$ cat src/rtl/stx_pkg.sv
package stx_pkg;
  typedef enum logic {
    ST_IDLE  = 1'b0,
    ST_SHIFT = 1'b1
  } stx_state_e;

  localparam logic [1:0] PH_CK_DROP = 2'd1;
  localparam logic [1:0] PH_BIT_END = 2'd3;
endpackage

$ cat src/rtl/stx_quarter_gen.sv
module stx_quarter_gen #(
  parameter int DIV_W = 16
) (
  input  logic             clk,
  input  logic             rst,
  input  logic             run,
  input  logic [DIV_W-1:0] div_val,
  output logic             q_tick,
  output logic [1:0]       qph
);
  logic [DIV_W-1:0] cnt;

  assign q_tick = run && (cnt >= div_val);

  always_ff @(posedge clk) begin
    if (rst || !run) begin
      cnt <= '0;
      qph <= 2'd0;
    end else if (cnt >= div_val) begin
      cnt <= '0;
      qph <= qph + 2'd1;
    end else begin
      cnt <= cnt + 1'b1;
    end
  end

  assert_phase_restart_R4: assert property (@(posedge clk) disable iff (rst)
    !run |=> (qph == 2'd0 && cnt == '0));
endmodule

$ cat src/rtl/stx_hold_buf.sv
module stx_hold_buf #(
  parameter int DATA_W = 8
) (
  input  logic              clk,
  input  logic              rst,
  input  logic              wr_valid,
  input  logic [DATA_W-1:0] wr_data,
  input  logic              wr_bit8,
  input  logic              take,
  output logic              full,
  output logic [DATA_W-1:0] hold_data,
  output logic              hold_bit8,
  output logic              buf_empty
);
  logic empty_q;

  always_ff @(posedge clk) begin
    if (rst) begin
      empty_q <= 1'b1;
    end else if (wr_valid) begin
      empty_q <= 1'b0;
    end else if (take) begin
      empty_q <= 1'b1;
    end
  end

  always_ff @(posedge clk) begin
    if (wr_valid) begin
      hold_data <= wr_data;
      hold_bit8 <= wr_bit8;
    end
  end

  assign full      = ~empty_q;
  assign buf_empty = empty_q;

  assert_clear_on_write_R6: assert property (@(posedge clk) disable iff (rst)
    $fell(empty_q) |-> $past(wr_valid));
  assert_set_on_take_R6: assert property (@(posedge clk) disable iff (rst)
    $rose(empty_q) |-> ($past(take) && !$past(wr_valid)));
endmodule

$ cat src/rtl/stx_shifter.sv
module stx_shifter
  import stx_pkg::*;
#(
  parameter int DATA_W = 8
) (
  input  logic              clk,
  input  logic              rst,
  input  logic              run_ok,
  input  logic              nine_sel,
  input  logic              buf_full,
  input  logic [DATA_W-1:0] buf_data,
  input  logic              buf_bit8,
  input  logic              q_tick,
  input  logic [1:0]        qph,
  output logic              take,
  output logic              busy,
  output logic              ck_act,
  output logic              sdata,
  output logic              shift_empty
);
  localparam int WORD_W = DATA_W + 1;
  localparam int CNT_W  = $clog2(WORD_W + 1);
  localparam logic [CNT_W-1:0] LAST_LONG  = CNT_W'(WORD_W - 1);
  localparam logic [CNT_W-1:0] LAST_SHORT = CNT_W'(DATA_W - 1);

  stx_state_e       state;
  logic [WORD_W-1:0] sh;
  logic [CNT_W-1:0]  bit_idx;
  logic              nine_q;
  logic              last_bit;
  logic              bit_end;

  assign last_bit = (bit_idx == (nine_q ? LAST_LONG : LAST_SHORT));
  assign bit_end  = (state == ST_SHIFT) && q_tick && (qph == PH_BIT_END);
  assign take     = run_ok && buf_full &&
                    ((state == ST_IDLE) || (bit_end && last_bit));

  always_ff @(posedge clk) begin
    if (rst) begin
      state   <= ST_IDLE;
      ck_act  <= 1'b0;
      sdata   <= 1'b0;
      sh      <= '0;
      bit_idx <= '0;
      nine_q  <= 1'b0;
    end else if (!run_ok) begin
      state  <= ST_IDLE;
      ck_act <= 1'b0;
    end else if (take) begin
      state   <= ST_SHIFT;
      ck_act  <= 1'b1;
      sdata   <= buf_data[0];
      sh      <= {1'b0, buf_bit8, buf_data[DATA_W-1:1]};
      bit_idx <= '0;
      nine_q  <= nine_sel;
    end else if (state == ST_SHIFT && q_tick) begin
      if (qph == PH_CK_DROP) begin
        ck_act <= 1'b0;
      end else if (qph == PH_BIT_END) begin
        if (!last_bit) begin
          sdata   <= sh[0];
          sh      <= sh >> 1;
          bit_idx <= bit_idx + 1'b1;
          ck_act  <= 1'b1;
        end else begin
          state <= ST_IDLE;
        end
      end
    end
  end

  assign busy        = (state == ST_SHIFT);
  assign shift_empty = (state == ST_IDLE);

  assert_idle_clock_R2: assert property (@(posedge clk) disable iff (rst)
    (state == ST_IDLE) |-> !ck_act);
  assert_abort_R11: assert property (@(posedge clk) disable iff (rst)
    !run_ok |=> (state == ST_IDLE));
  assert_load_R5: assert property (@(posedge clk) disable iff (rst)
    take |=> (state == ST_SHIFT && ck_act));
endmodule

$ cat src/rtl/sync_tx_master.sv
module sync_tx_master #(
  parameter int DATA_W = 8,
  parameter int DIV_W  = 16
) (
  input  logic              clk,
  input  logic              rst,
  input  logic              port_en,
  input  logic              sync_mode,
  input  logic              master_mode,
  input  logic              tx_en,
  input  logic              ck_idle_hi,
  input  logic              word9,
  input  logic [DIV_W-1:0]  div_val,
  input  logic              wr_valid,
  input  logic [DATA_W-1:0] wr_data,
  input  logic              wr_bit8,
  input  logic              irq_en,
  output logic              sclk_o,
  output logic              sdata_o,
  output logic              buf_empty,
  output logic              shift_empty,
  output logic              irq,
  output logic              rx_inhibit
);
  logic              run_ok;
  logic              take;
  logic              full;
  logic [DATA_W-1:0] hold_data;
  logic              hold_bit8;
  logic              busy;
  logic              ck_act;
  logic              q_tick;
  logic [1:0]        qph;

  assign run_ok = port_en & sync_mode & master_mode & tx_en;

  always_ff @(posedge clk) begin
    if (rst) rx_inhibit <= 1'b0;
    else     rx_inhibit <= run_ok;
  end

  stx_hold_buf #(.DATA_W(DATA_W)) u_buf (
    .clk(clk), .rst(rst), .wr_valid(wr_valid), .wr_data(wr_data),
    .wr_bit8(wr_bit8), .take(take), .full(full), .hold_data(hold_data),
    .hold_bit8(hold_bit8), .buf_empty(buf_empty)
  );

  stx_quarter_gen #(.DIV_W(DIV_W)) u_qgen (
    .clk(clk), .rst(rst), .run(busy), .div_val(div_val),
    .q_tick(q_tick), .qph(qph)
  );

  stx_shifter #(.DATA_W(DATA_W)) u_shift (
    .clk(clk), .rst(rst), .run_ok(run_ok), .nine_sel(word9),
    .buf_full(full), .buf_data(hold_data), .buf_bit8(hold_bit8),
    .q_tick(q_tick), .qph(qph), .take(take), .busy(busy),
    .ck_act(ck_act), .sdata(sdata_o), .shift_empty(shift_empty)
  );

  assign sclk_o = ck_act ^ ck_idle_hi;
  assign irq    = buf_empty & irq_en;

  assert_inhibit_R10: assert property (@(posedge clk) disable iff (rst)
    !shift_empty |-> rx_inhibit);
endmodule

$ cat config.mk
export PLATFORM = sky130hd
export DESIGN_NAME = sync_tx_master
export DESIGN_NICKNAME = d
export VERILOG_FILES = /design/src/rtl/stx_pkg.sv /design/src/rtl/stx_quarter_gen.sv /design/src/rtl/stx_hold_buf.sv /design/src/rtl/stx_shifter.sv /design/src/rtl/sync_tx_master.sv
export SDC_FILE = /design/constraint.sdc
export NUM_CORES = 1
export LEC_CHECK = 0
export CAP_MARGIN = 40
export CORE_MARGIN = 2
export CORE_UTILIZATION = 53
export DETAILED_ROUTE_END_ITERATION = 10
export PLACE_DENSITY = 0.85
export SLEW_MARGIN = 10
export SYNTH_ARGS = -nofsm -noshare
export SYNTH_HDL_FRONTEND = slang
export SYNTH_SLANG_ARGS = --single-unit
$ cat constraint.sdc
create_clock -name clk -period 3.3 [get_ports clk]
set_clock_uncertainty 0.1 [all_clocks]
set_input_delay 0.33 -clock clk [delete_from_list [all_inputs] [get_ports clk]]
set_output_delay 0.33 -clock clk [all_outputs]
set_load 0.1 [all_outputs]
==> impl_metrics.env <==
export IMPL_status="completed"
export IMPL_synth_common_cells="dfxtp_1, nor2_1, inv_1"
export IMPL_setup_viol=0
export IMPL_final_nets=355
export IMPL_synth_area_mm2=0.002441
export IMPL_h_tree_depth=2
export IMPL_post_synth_top_area_cell="dfxtp_1"
export IMPL_grt_pass1_vias=1975
export IMPL_use_met2=0.3477
export IMPL_clock_sinks=45
export IMPL_fp_dieH_um=71.87
export IMPL_drive_gt1_frac=0.09302
export IMPL_hpwl_mm=3.576
export IMPL_firstDrtPassIters=4
export IMPL_post_cts_buffers=0
export IMPL_finalMaxSlewViolations=0
export IMPL_criticalPathCategory="flop to flop"
export IMPL_min_path_type="flop to flop"
export IMPL_antenna_cells=0
export IMPL_grt_pass1_wl_mm=8.604
export IMPL_postSynthCellCount=258
export IMPL_power_leakage_nw=1.142
export IMPL_ys_warnings_count=0
export IMPL_use_met3=0.05063
export IMPL_final_antenna_net_count=0
export IMPL_timing_rr_end="u_shift.sh[1]"
export IMPL_die_area_mm2=0.005165
export IMPL_io_buffers=40
export IMPL_n_fill_cell=349
export IMPL_reg2reg_depth=8
export IMPL_r2r_start="u_qgen.cnt[0]"
export IMPL_required_ns=3.41
export IMPL_cts_buffers=5
export IMPL_async_reset_ff_frac=0
export IMPL_grt_usage=0.2113
export IMPL_vias=1990
export IMPL_arrival_ns=2.83
export IMPL_relSlewSlack=0.5925
export IMPL_postCtsHoldBufs=0
export IMPL_yosysMostFrequentCell="dfxtp_1"
export IMPL_fin_crit_sh=0.8236
export IMPL_drtIter0Drc=73
export IMPL_tns_ns=0
export IMPL_cts_buffer_depth=2
export IMPL_synth_edf_count=9
export IMPL_r2r_setup_slack_ns=0.58
export IMPL_yosysTopAreaCellShare=0.2952
export IMPL_hold_viol_final=0
export IMPL_hold_end="u_shift.nine_q"
export IMPL_num_rows=24
export IMPL_use_met1=0.2747
export IMPL_grt_setup_unrepaired="false"
export IMPL_area_growth_pct=22.86
export IMPL_clk_latency_ns=0.31
export IMPL_start_util=0.5568
export IMPL_root_buffer="clkbuf_8"
export IMPL_worstMarginPinSlew_ns=0.6113
export IMPL_grt_busiest_layer="met2"
export IMPL_max_clock_freq_mhz=367.9
export IMPL_ys_seq_area_frac=0.4059
export IMPL_gr_total_overflow=0
export IMPL_num_io_pins=41
export IMPL_postRouteWirelength_mm=4.896
export IMPL_clk_pin_slew_ns=0.10
export IMPL_max_cap_violations=0
export IMPL_gp_congestion=0.8314
export IMPL_startpoint_type="flop"
export IMPL_synth_nets=313
export IMPL_viasPerCell=5.637
export IMPL_placeableCoreArea_mm2=0.004384
export IMPL_power_density_mw_per_mm2=347.8
export IMPL_pre_cts_ws_ns=0.2911
export IMPL_setup_slack_ns=0.5822
export IMPL_path_max_fanout=17
export IMPL_ys_ff_latch=45
export IMPL_wl_per_cell_um=13.87
export IMPL_grt_max_degree=20
export IMPL_period_needed_ns=2.718
export IMPL_drcViolationCount=0
export IMPL_synth_cell_types=46
export IMPL_synth_ff_type="dfxtp_1"
export IMPL_min_from="u_shift.nine_q"
export IMPL_vdd_drop_max_mv=0.2295
export IMPL_end_kind="flop"
export IMPL_hold_depth=2
export IMPL_synth_area_per_cell_um2=9.462
export IMPL_cts_tree="yes"
export IMPL_antenna_found_initial=0
export IMPL_synth_area_top_cells="dfxtp_1, edfxtp_1, ha_1, a211oi_1, nor2_1"
export IMPL_die_width_um=71.87
export IMPL_cts_resized=0
==> registers in the layout, summed over array words and instances, names as in the netlist, 2 cells and up <==
name             flops
u_shift.bit_idx      4
u_qgen.cnt          16
u_shift.sh           8
u_qgen.qph           2
u_buf.hold_data      8
==> how the worst max path moves through the flow <==
| stage | start | end | slack, ns | depth (start not counted) |
|---|---|---|---|---|
| 2_1_floorplan | u_buf.buf_empty | irq | 0.74 | 2 |
| 3_3_place_gp | div_val[0] | u_shift.sdata | 0.40 | 8 |
| 3_5_place_dp | div_val[0] | u_shift.sdata | 0.29 | 8 |
| 4_1_cts | u_qgen.cnt[0] | u_shift.sh[1] | 0.60 | 8 |
| 5_1_grt | u_qgen.cnt[0] | u_shift.sdata | 0.34 | 8 |
| 6_report | u_qgen.cnt[0] | u_shift.sh[1] | 0.58 | 8 |
==> cell families (layout without fill, tap and decap cells) <==
| group | after synthesis | after routing | share of synthesized area |
|---|---|---|---|
| AOI/OAI and AO/OA | 58 | 58 | 0.1866 |
| xor gates and xnor gates | 16 | 16 | 0.05740 |
| and+or+nand+nor | 84 | 84 | 0.1809 |
| muxes | 2 | 2 | 0.008201 |
| buffers and inverters | 33 | 76 | 0.05843 |
| adders and majority gates | 20 | 20 | 0.1025 |
| DFF | 45 | 45 | 0.4059 |
==> final cells by class <==
class,count,area (um2),share of cell area
Timing Repair Buffer,46,460.4,0.1535
Tap cell,52,65.06,0.02169
Sequential cell,45,991.0,0.3304
Multi-Input combinational cell,180,1308,0.4360
Clock buffer,5,68.82,0.02295
Inverter,22,82.58,0.02753
Clock inverter,3,23.77,0.007927
==> layout by cell type, fill, tap and decap left out, types with 2 or more instances in the layout <==
cell / count
a21oi_2: 3
nand2b_1: 4
inv_1: 22
nand3_1: 20
clkdlybuf4s50_1: 37
dfxtp_1: 36
a21oi_1: 2
ha_1: 20
nor2_1: 28
edfxtp_1: 9
xnor2_1: 6
mux2i_1: 2
buf_4: 6
and3_1: 2
a21boi_0: 2
o21ai_0: 14
buf_8: 3
or2_2: 2
a21o_1: 2
nand4_1: 7
clkbuf_8: 5
a211oi_1: 16
a311oi_1: 8
xor2_1: 10
and2_1: 2
o21bai_1: 2
or3_1: 3
nand2_1: 7
==> report_power, final <==
| part | switching, mW | internal, mW | leakage (nW) |
|---|---|---|---|
| registers | 0.00774 | 0.573 | 0.379 |
| clock network | 0.203 | 0.154 | 0.0491 |
| logic | 0.0502 | 0.0557 | 0.715 |
==> stage by stage <==
step                      cells  cell area, um2  hold WS (ns)  power, mW    util
final                       353            2999        0.3984      1.043  0.6841
after global routing        353            2999        0.4330      1.086  0.6841
after CTS                   353            2999        0.3970      1.048  0.6841
after detailed placement    345            2907        0.3755     0.6994  0.6630
after global placement      342            2861        0.3562     0.6949  0.6527
after floorplan             258            2441        0.3289     0.6425       -
==> metal layers <==
| metal | up-vias | part of all wire | wire length, um |
|---|---|---|---|
| met3 | 6 | 0.041 | 199 |
| met5 | - | 0 | 0 |
| met4 | 0 | 0.013 | 65 |
| met2 | 38 | 0.47 | 2316 |
| li1 | 1018 | - | - |
| met1 | 928 | 0.47 | 2315 |
==> critical path: stages, from the launching register on <==
cell and delay (ns):
dfxtp_1 0.42, inv_1 0.07, ha_1 0.27, nand2b_4 0.15, a2111oi_4 0.40, o311ai_4 0.18, a21oi_2 0.53, o21ai_0 0.20
a311oi_1 0.30
Note: power is estimated with default switching activity, not from simulation.
